<file path="src/rtl/dtc_pkg.sv">
package dtc_pkg;

  typedef enum logic [1:0] {WIN_NONE, WIN_MEM, WIN_REG, WIN_DESC} win_e;
  typedef enum logic [1:0] {CMD_OTHER, CMD_READ, CMD_WRITE} cmd_e;
  typedef enum logic [2:0] {ST_IDLE, ST_RETRY, ST_MRD, ST_MWR, ST_REG, ST_DESC} tst_e;
  typedef enum logic [1:0] {PF_NONE, PF_FILL, PF_READY} pf_e;

  // strobes from control to datapath
  typedef struct packed {
    logic capAddr;
    logic streamRd;
    logic streamWr;
    logic regPhase;
    logic regWrite;
    logic descPhase;
    logic retryPhase;
    logic flushPulse;
    logic reqPulse;
  } ctl_strobe_t;

  // level and address flags from datapath to control
  typedef struct packed {
    logic addrMatch;
    logic fillDone;
    logic wrIdle;
  } dp_flag_t;

endpackage

</file>
<file path="src/rtl/dtc_decode.sv">
module dtc_decode
  import dtc_pkg::*;
(
  input  logic [1:0] barHit,
  input  logic       selBit,
  input  logic [3:0] cmdIn,
  output win_e       win,
  output cmd_e       cmdKind
);

  always_comb begin
    unique case (barHit)
      2'b10:   win = WIN_MEM;
      2'b01:   win = selBit ? WIN_DESC : WIN_REG;
      default: win = WIN_NONE;
    endcase
  end

  always_comb begin
    unique case (cmdIn)
      4'b0110, 4'b1100, 4'b1110: cmdKind = CMD_READ;
      4'b0111, 4'b1111:          cmdKind = CMD_WRITE;
      default:                   cmdKind = CMD_OTHER;
    endcase
  end

endmodule

</file>
<file path="src/rtl/dtc_ctrl.sv">
module dtc_ctrl
  import dtc_pkg::*;
(
  input  logic        clk,
  input  logic        rstN,
  input  logic        tgtFrame,
  input  win_e        win,
  input  cmd_e        cmdKind,
  input  dp_flag_t    flags,
  output ctl_strobe_t strb
);

  tst_e state, nextSt;
  pf_e  pfState;
  logic drainPend;
  logic startPf;
  logic reqQ, flushQ, regWriteQ;

  logic frameStart;
  assign frameStart = (state == ST_IDLE) && tgtFrame;

  always_comb begin
    nextSt  = state;
    startPf = 1'b0;
    if (state == ST_IDLE) begin
      if (tgtFrame) begin
        nextSt = ST_RETRY;
        unique case (win)
          WIN_MEM: begin
            if (cmdKind == CMD_READ) begin
              if (drainPend) begin
                nextSt = ST_RETRY;
              end else if (pfState == PF_NONE) begin
                startPf = 1'b1;
              end else if (pfState == PF_READY && flags.addrMatch) begin
                nextSt = ST_MRD;
              end
            end else if (cmdKind == CMD_WRITE) begin
              if (!drainPend && pfState == PF_NONE) nextSt = ST_MWR;
            end
          end
          WIN_REG:  if (cmdKind != CMD_OTHER) nextSt = ST_REG;
          WIN_DESC: if (cmdKind == CMD_WRITE) nextSt = ST_DESC;
          default:  nextSt = ST_RETRY;
        endcase
      end
    end else if (!tgtFrame) begin
      nextSt = ST_IDLE;
    end
  end

  always_ff @(posedge clk) begin
    if (!rstN) begin
      state     <= ST_IDLE;
      pfState   <= PF_NONE;
      drainPend <= 1'b0;
      reqQ      <= 1'b0;
      flushQ    <= 1'b0;
      regWriteQ <= 1'b0;
    end else begin
      state  <= nextSt;
      reqQ   <= startPf;
      flushQ <= (state == ST_MRD) && !tgtFrame;
      if (frameStart) regWriteQ <= (cmdKind == CMD_WRITE);

      if (startPf)                                pfState <= PF_FILL;
      else if (state == ST_MRD && !tgtFrame)      pfState <= PF_NONE;
      else if (pfState == PF_FILL && flags.fillDone) pfState <= PF_READY;

      if (state == ST_MWR && !tgtFrame)           drainPend <= 1'b1;
      else if (drainPend && flags.wrIdle)         drainPend <= 1'b0;
    end
  end

  always_comb begin
    strb.capAddr    = startPf;
    strb.streamRd   = (state == ST_MRD);
    strb.streamWr   = (state == ST_MWR);
    strb.regPhase   = (state == ST_REG);
    strb.regWrite   = regWriteQ;
    strb.descPhase  = (state == ST_DESC);
    strb.retryPhase = (state == ST_RETRY);
    strb.flushPulse = flushQ;
    strb.reqPulse   = reqQ;
  end


  fill_retry_chk: assert property (@(posedge clk) disable iff (!rstN)
    (frameStart && win == WIN_MEM && pfState == PF_FILL) |=> (state == ST_RETRY));


  drain_retry_chk: assert property (@(posedge clk) disable iff (!rstN)
    (frameStart && win == WIN_MEM && drainPend) |=> (state == ST_RETRY && !reqQ));


  stream_from_ready_chk: assert property (@(posedge clk) disable iff (!rstN)
    (state == ST_MRD) |-> (pfState == PF_READY));


  flush_after_read_chk: assert property (@(posedge clk) disable iff (!rstN)
    (state == ST_MRD && !tgtFrame) |=> (flushQ && pfState == PF_NONE));


  req_single_chk: assert property (@(posedge clk) disable iff (!rstN)
    reqQ |=> !reqQ);


  no_restart_chk: assert property (@(posedge clk) disable iff (!rstN)
    (pfState != PF_NONE) |=> !reqQ);

endmodule

</file>
<file path="src/rtl/dtc_dpath.sv">
module dtc_dpath
  import dtc_pkg::*;
#(
  parameter int ADDR_W    = 32,
  parameter int LVL_W     = 8,
  parameter int RD_THRESH = 32,
  parameter int LOW_WATER = 4,
  parameter int WR_ALMOST = 124
)(
  input  logic              clk,
  input  logic              rstN,
  input  logic              tgtFrame,
  input  logic              xferDone,
  input  logic [ADDR_W-1:0] addrIn,
  input  logic [LVL_W-1:0]  rdLevel,
  input  logic [LVL_W-1:0]  wrLevel,
  input  logic              memWrBusy,
  input  ctl_strobe_t       strb,
  output dp_flag_t          flags,
  output logic              tgtReady,
  output logic              tgtDisc,
  output logic              rdPop,
  output logic              wrPush,
  output logic              descPush,
  output logic              regWr,
  output logic              regRd,
  output logic              rdFlush,
  output logic              memRdReq,
  output logic [ADDR_W-1:0] memRdAddr
);

  localparam logic [LVL_W-1:0] THR_L  = LVL_W'(RD_THRESH);
  localparam logic [LVL_W-1:0] LOW_L  = LVL_W'(LOW_WATER);
  localparam logic [LVL_W-1:0] FULL_L = LVL_W'(WR_ALMOST);

  logic [ADDR_W-1:0] pfAddr;
  logic lowWater, nearFull;

  always_ff @(posedge clk) begin
    if (!rstN)             pfAddr <= '0;
    else if (strb.capAddr) pfAddr <= addrIn;
  end

  assign lowWater        = rdLevel < LOW_L;
  assign nearFull        = wrLevel >= FULL_L;
  assign flags.addrMatch = (addrIn == pfAddr);
  assign flags.fillDone  = rdLevel >= THR_L;
  assign flags.wrIdle    = (wrLevel == '0) && !memWrBusy;

  assign tgtReady = tgtFrame &&
    (strb.streamRd || strb.streamWr || strb.regPhase || strb.descPhase);
  assign tgtDisc  = tgtFrame &&
    (strb.retryPhase || strb.regPhase ||
     (strb.streamRd && lowWater) || (strb.streamWr && nearFull));

  assign rdPop     = strb.streamRd  && xferDone;
  assign wrPush    = strb.streamWr  && xferDone;
  assign descPush  = strb.descPhase && xferDone;
  assign regWr     = strb.regPhase  && xferDone &&  strb.regWrite;
  assign regRd     = strb.regPhase  && xferDone && !strb.regWrite;
  assign rdFlush   = strb.flushPulse;
  assign memRdReq  = strb.reqPulse;
  assign memRdAddr = pfAddr;


  low_water_disc_chk: assert property (@(posedge clk) disable iff (!rstN)
    (tgtFrame && rdPop && rdLevel < LOW_L) |-> tgtDisc);


  addr_hold_chk: assert property (@(posedge clk) disable iff (!rstN)
    (!strb.capAddr) |=> $stable(memRdAddr));


  one_phase_reg_chk: assert property (@(posedge clk) disable iff (!rstN)
    (regWr || regRd) |-> (tgtDisc && !rdPop && !wrPush && !descPush));

endmodule

</file>
<file path="src/rtl/delayed_tgt_ctrl.sv">
module delayed_tgt_ctrl
  import dtc_pkg::*;
#(
  parameter int ADDR_W     = 32,
  parameter int SEL_BIT    = 19,
  parameter int FIFO_DEPTH = 128,
  parameter int RD_THRESH  = 32,
  parameter int LOW_WATER  = 4,
  parameter int WR_ALMOST  = 124,
  localparam int LVL_W     = $clog2(FIFO_DEPTH + 1)
)(
  input  logic              clk,
  input  logic              rstN,
  input  logic              tgtFrame,
  input  logic              xferDone,
  input  logic [1:0]        barHit,
  input  logic [ADDR_W-1:0] addrIn,
  input  logic [3:0]        cmdIn,
  input  logic [LVL_W-1:0]  rdLevel,
  input  logic [LVL_W-1:0]  wrLevel,
  input  logic              memWrBusy,
  output logic              tgtReady,
  output logic              tgtDisc,
  output logic              rdPop,
  output logic              wrPush,
  output logic              descPush,
  output logic              regWr,
  output logic              regRd,
  output logic              rdFlush,
  output logic              memRdReq,
  output logic [ADDR_W-1:0] memRdAddr
);

  win_e        win;
  cmd_e        cmdKind;
  ctl_strobe_t strb;
  dp_flag_t    flags;

  dtc_decode u_decode (
    .barHit (barHit),
    .selBit (addrIn[SEL_BIT]),
    .cmdIn  (cmdIn),
    .win    (win),
    .cmdKind(cmdKind)
  );

  dtc_ctrl u_ctrl (
    .clk     (clk),
    .rstN    (rstN),
    .tgtFrame(tgtFrame),
    .win     (win),
    .cmdKind (cmdKind),
    .flags   (flags),
    .strb    (strb)
  );

  dtc_dpath #(
    .ADDR_W   (ADDR_W),
    .LVL_W    (LVL_W),
    .RD_THRESH(RD_THRESH),
    .LOW_WATER(LOW_WATER),
    .WR_ALMOST(WR_ALMOST)
  ) u_dpath (
    .clk      (clk),
    .rstN     (rstN),
    .tgtFrame (tgtFrame),
    .xferDone (xferDone),
    .addrIn   (addrIn),
    .rdLevel  (rdLevel),
    .wrLevel  (wrLevel),
    .memWrBusy(memWrBusy),
    .strb     (strb),
    .flags    (flags),
    .tgtReady (tgtReady),
    .tgtDisc  (tgtDisc),
    .rdPop    (rdPop),
    .wrPush   (wrPush),
    .descPush (descPush),
    .regWr    (regWr),
    .regRd    (regRd),
    .rdFlush  (rdFlush),
    .memRdReq (memRdReq),
    .memRdAddr(memRdAddr)
  );

endmodule

</file>
<file path="config.mk">
export PLATFORM = sky130hd
export DESIGN_NAME = delayed_tgt_ctrl
export DESIGN_NICKNAME = d
export VERILOG_FILES = /design/src/rtl/dtc_pkg.sv /design/src/rtl/dtc_decode.sv /design/src/rtl/dtc_ctrl.sv /design/src/rtl/dtc_dpath.sv /design/src/rtl/delayed_tgt_ctrl.sv
export SDC_FILE = /design/constraint.sdc
export NUM_CORES = 1
export LEC_CHECK = 0
export BUFFER_PORTS_ARGS = -buffer_cell sky130_fd_sc_hd__buf_2
export CORE_ASPECT_RATIO = 2
export CORE_MARGIN = 5
export CORE_UTILIZATION = 50
export CTS_CLUSTER_DIAMETER = 100
export CTS_CLUSTER_SIZE = 25
export DETAILED_ROUTE_END_ITERATION = 12
export PLACE_DENSITY = 0.92
export SYNTH_ARGS = -nofsm -noshare
export SYNTH_HDL_FRONTEND = slang
export SYNTH_SLANG_ARGS = --single-unit
export TNS_END_PERCENT = 5
</file>
<file path="constraint.sdc">
create_clock -name clk -period 5.1 [get_ports clk]
set_input_delay 0.765 -clock clk [delete_from_list [all_inputs] [get_ports clk]]
set_output_delay 0.765 -clock clk [all_outputs]
set_load 0.05 [all_outputs]
</file>
==> results by group <==
Route
  • DRT iter0 DRCs: 28
  • Vias per cell: 5.36
  • Drt drc: 0
  • Final WL: 5680 um
  • DR pass1 iterations: 4
  • Antenna Violating Nets Remaining: 0
  • DR vias: 2036
  • DR WL/cell: 15.0 um

Power
  • Power density cells: 256 nW/um2
  • PnR Total Power: 0.707 mW
  • Max rail drop VDD: 0.000283 V
  • Pleak: 1.58 nW

Clock tree
  • Clk sinks: 41
  • TritonCTS clock tree: yes
  • TritonCTS Buffers: 5
  • Hold buffers post-CTS: 0
  • Post-CTS Setup Inserts: 0
  • Resized Gates After CTS: 0
  • CTS H-tree lvls: 2
  • Clk_lat worst skew: 0.28 ns
  • Worst-path clk slew: 0.07 ns
  • Clk root buf: clkbuf_8
  • Clock Tree Buf Depth: 2

Critical path
  • Slowest Stage Delay on Critical Path: 0.34 ns
  • Most frequent CP cell: buf_2
  • CP endpoint kind: output pin
  • Worst EP arrival: 1.92 ns
  • Critical path type: in2out
  • Worst EP required: 4.34 ns
  • Slowest cell on crit path: nor3_1
  • CP Cell Sequence: buf_2, nor3_1, a21oi_1, o21ai_0, and3_1, buf_2
  • Crit start category: primary input
  • Crit path max-delay family: simple AND/OR/NAND/NOR gates
  • Buf/Inv on CP: 2
  • Crit-path max FO: 3

Flow run
  • Max Cap Viol: 0

Placement
  • Pre-CTS WS: 2.45 ns
  • Port bufs: 97
  • Placer's final routability congestion estimate: 0.911
  • DP Wirelength: 4590 um
  • DP Area: 2660 um2

STA
  • Fmax: 372 MHz
  • Final WS setup: 2.41 ns
  • Setup TNS: 0 ns
  • Crit share post-route: 0.527
  • Skew final: 0.00134 ns
  • Finish-stage setup viols: 0
  • Slew @ Worst Pin: 0.597 ns
  • Fin crit period: 2.69 ns
  • Max-slew headroom: 0.602
  • Final Hold Fails: 0
  • RSZ-0062 raised after global routing: false
  • Final number of max-transition violations: 0

Hold path
  • Worst min path class: reg2reg

Synth
  • Number of synthesized register bits: 41
  • Synth Flop Type: dfxtp_1
  • Yosys top cell area share: 0.383
  • Seq/Total Area, Yosys: 0.383
  • Synth area leader: dfxtp_1
  • Ranking of synthesized cells by area: dfxtp_1 (38%), mux2i_1 (15%), xor2_1 (11%), nor2_1 (8.1%), ha_1 (2.3%)
  • Synth Net Count: 294
  • Ys async rst share: 0
  • Top-count cell post-synth: nor2_1
  • Most instantiated cells after synthesis: nor2_1 (46), dfxtp_1 (41), mux2i_1 (33), xor2_1 (27), nor3_1 (7)
  • Library cells used by synthesis: 38
  • Synthesized instance count: 231
  • Synth Cell Area: 2140 um2
  • Avg Inst Size Synth: 9.27 um2
  • Post-synth EDFFs: 0
  • Ys Warns: 0

GRT
  • Global-route usage over all layers: 0.202
  • Gr ovfl total: 0
  • Global-route wire length before repair: 9320 um
  • Via count of the first global-routing pass: 2184
  • Initial antenna violation count: 0
  • Pin count of the biggest net entering global routing: 35

Run status
  • Status: finished clean

Floorplan
  • Die width: 56.3 um
  • Height of the die: 103 um
  • Core area: 4130 um2
  • Die area: 5770 um2
  • Core Rows: 33
  • Initial Utilization: 0.519
  • Io pins: 100

Finish
  • Antenna Cells: 0
  • Syn-to-layout area delta: 29.0%
  • Share of cells above drive strength 1: 0.345
  • Core Util, Final: 0.669
  • Final #Nets: 390
  • Final instance area: 2760 um2
==> cell families after synthesis <==
| group | count (synthesis) | share of synthesized area |
|---|---|---|
| and+or+nand+nor | 90 | 0.213 |
| adders and majority gates | 4 | 0.0234 |
| DFF | 41 | 0.383 |
| xor gates and xnor gates | 32 | 0.131 |
| buffers and inverters | 14 | 0.0368 |
| muxes | 33 | 0.154 |
| AOI/OAI and AO/OA | 17 | 0.0590 |
==> cell type report <==
class | count | area [um2]
fillers | 364 | 1370
multi-input cells | 176 | 1260
flip-flops and latches | 41 | 821
repair buffers | 99 | 500
clock buffers | 7 | 96.3
well taps | 52 | 65.1
inverters | 4 | 15.0
clock inverters | 1 | 5.00
==> metal layers <==
metal,global-route usage,share of wire
met5,0,0
met4,0.119,0.042
met3,0.0388,0.059
met2,0.402,0.57
met1,0.183,0.33
==> flip-flops by register name (all words and copies together) (netlist names) <==
name and flops:
u_dpath.memRdAddr 32, u_ctrl.regWriteQ 1, u_ctrl.reqQ 1, u_ctrl.state 3
u_ctrl.pfState 2, u_ctrl.drainPend 1, u_ctrl.flushQ 1
==> cell usage in the layout, fill, tap and decap left out, drive strengths merged, types with 3 or more instances in the layout <==
cell type  instances
nand4              3
mux2i             33
nor4               7
ha                 4
nand2b             3
nand3              4
buf               99
nor2              47
nand2              5
xnor2              5
xor2              27
inv                4
and3               4
a21oi              4
clkbuf             7
nor3               7
dfxtp             41
==> stage by stage <==
stage                     hold WS [ns]  std cells
final                            0.535        380
after global routing             0.579        380
after CTS                        0.535        380
after detailed placement         0.517        372
after global placement           0.508        372
after floorplan                  0.484        231
==> worst paths after layout <==
| check | start | cells past startpoint | endpoint | slack, ns |
|---|---|---|---|---|
| setup / recovery | rdLevel[7] | 6 | tgtDisc | 2.41 |
| hold / removal | u_ctrl.regWriteQ | 2 | u_ctrl.regWriteQ | 0.53 |
| setup reg to reg | u_ctrl.state[0] | 6 | u_dpath.memRdAddr[22] | 3.15 |
| hold reg to reg | u_ctrl.regWriteQ | 2 | u_ctrl.regWriteQ | 0.53 |
==> power by group <==
part / internal (mW) / switching (mW) / leakage [nW]
Combinational: 0.0594 / 0.0853 / 1.20
Clock: 0.122 / 0.102 / 0.0542
Sequential: 0.327 / 0.0109 / 0.331
Total: 0.509 / 0.198 / 1.58
==> worst reg2reg max path, stage by stage (launching register included) <==
cell and delay, ns:
dfxtp_1 0.50, nor2_2 0.13, and3_1 0.23, o2111ai_4 0.09
buf_4 0.50, mux2i_1 0.30, nor2_1 0.06
No activity file was read; power rests on OpenSTA's default activity.
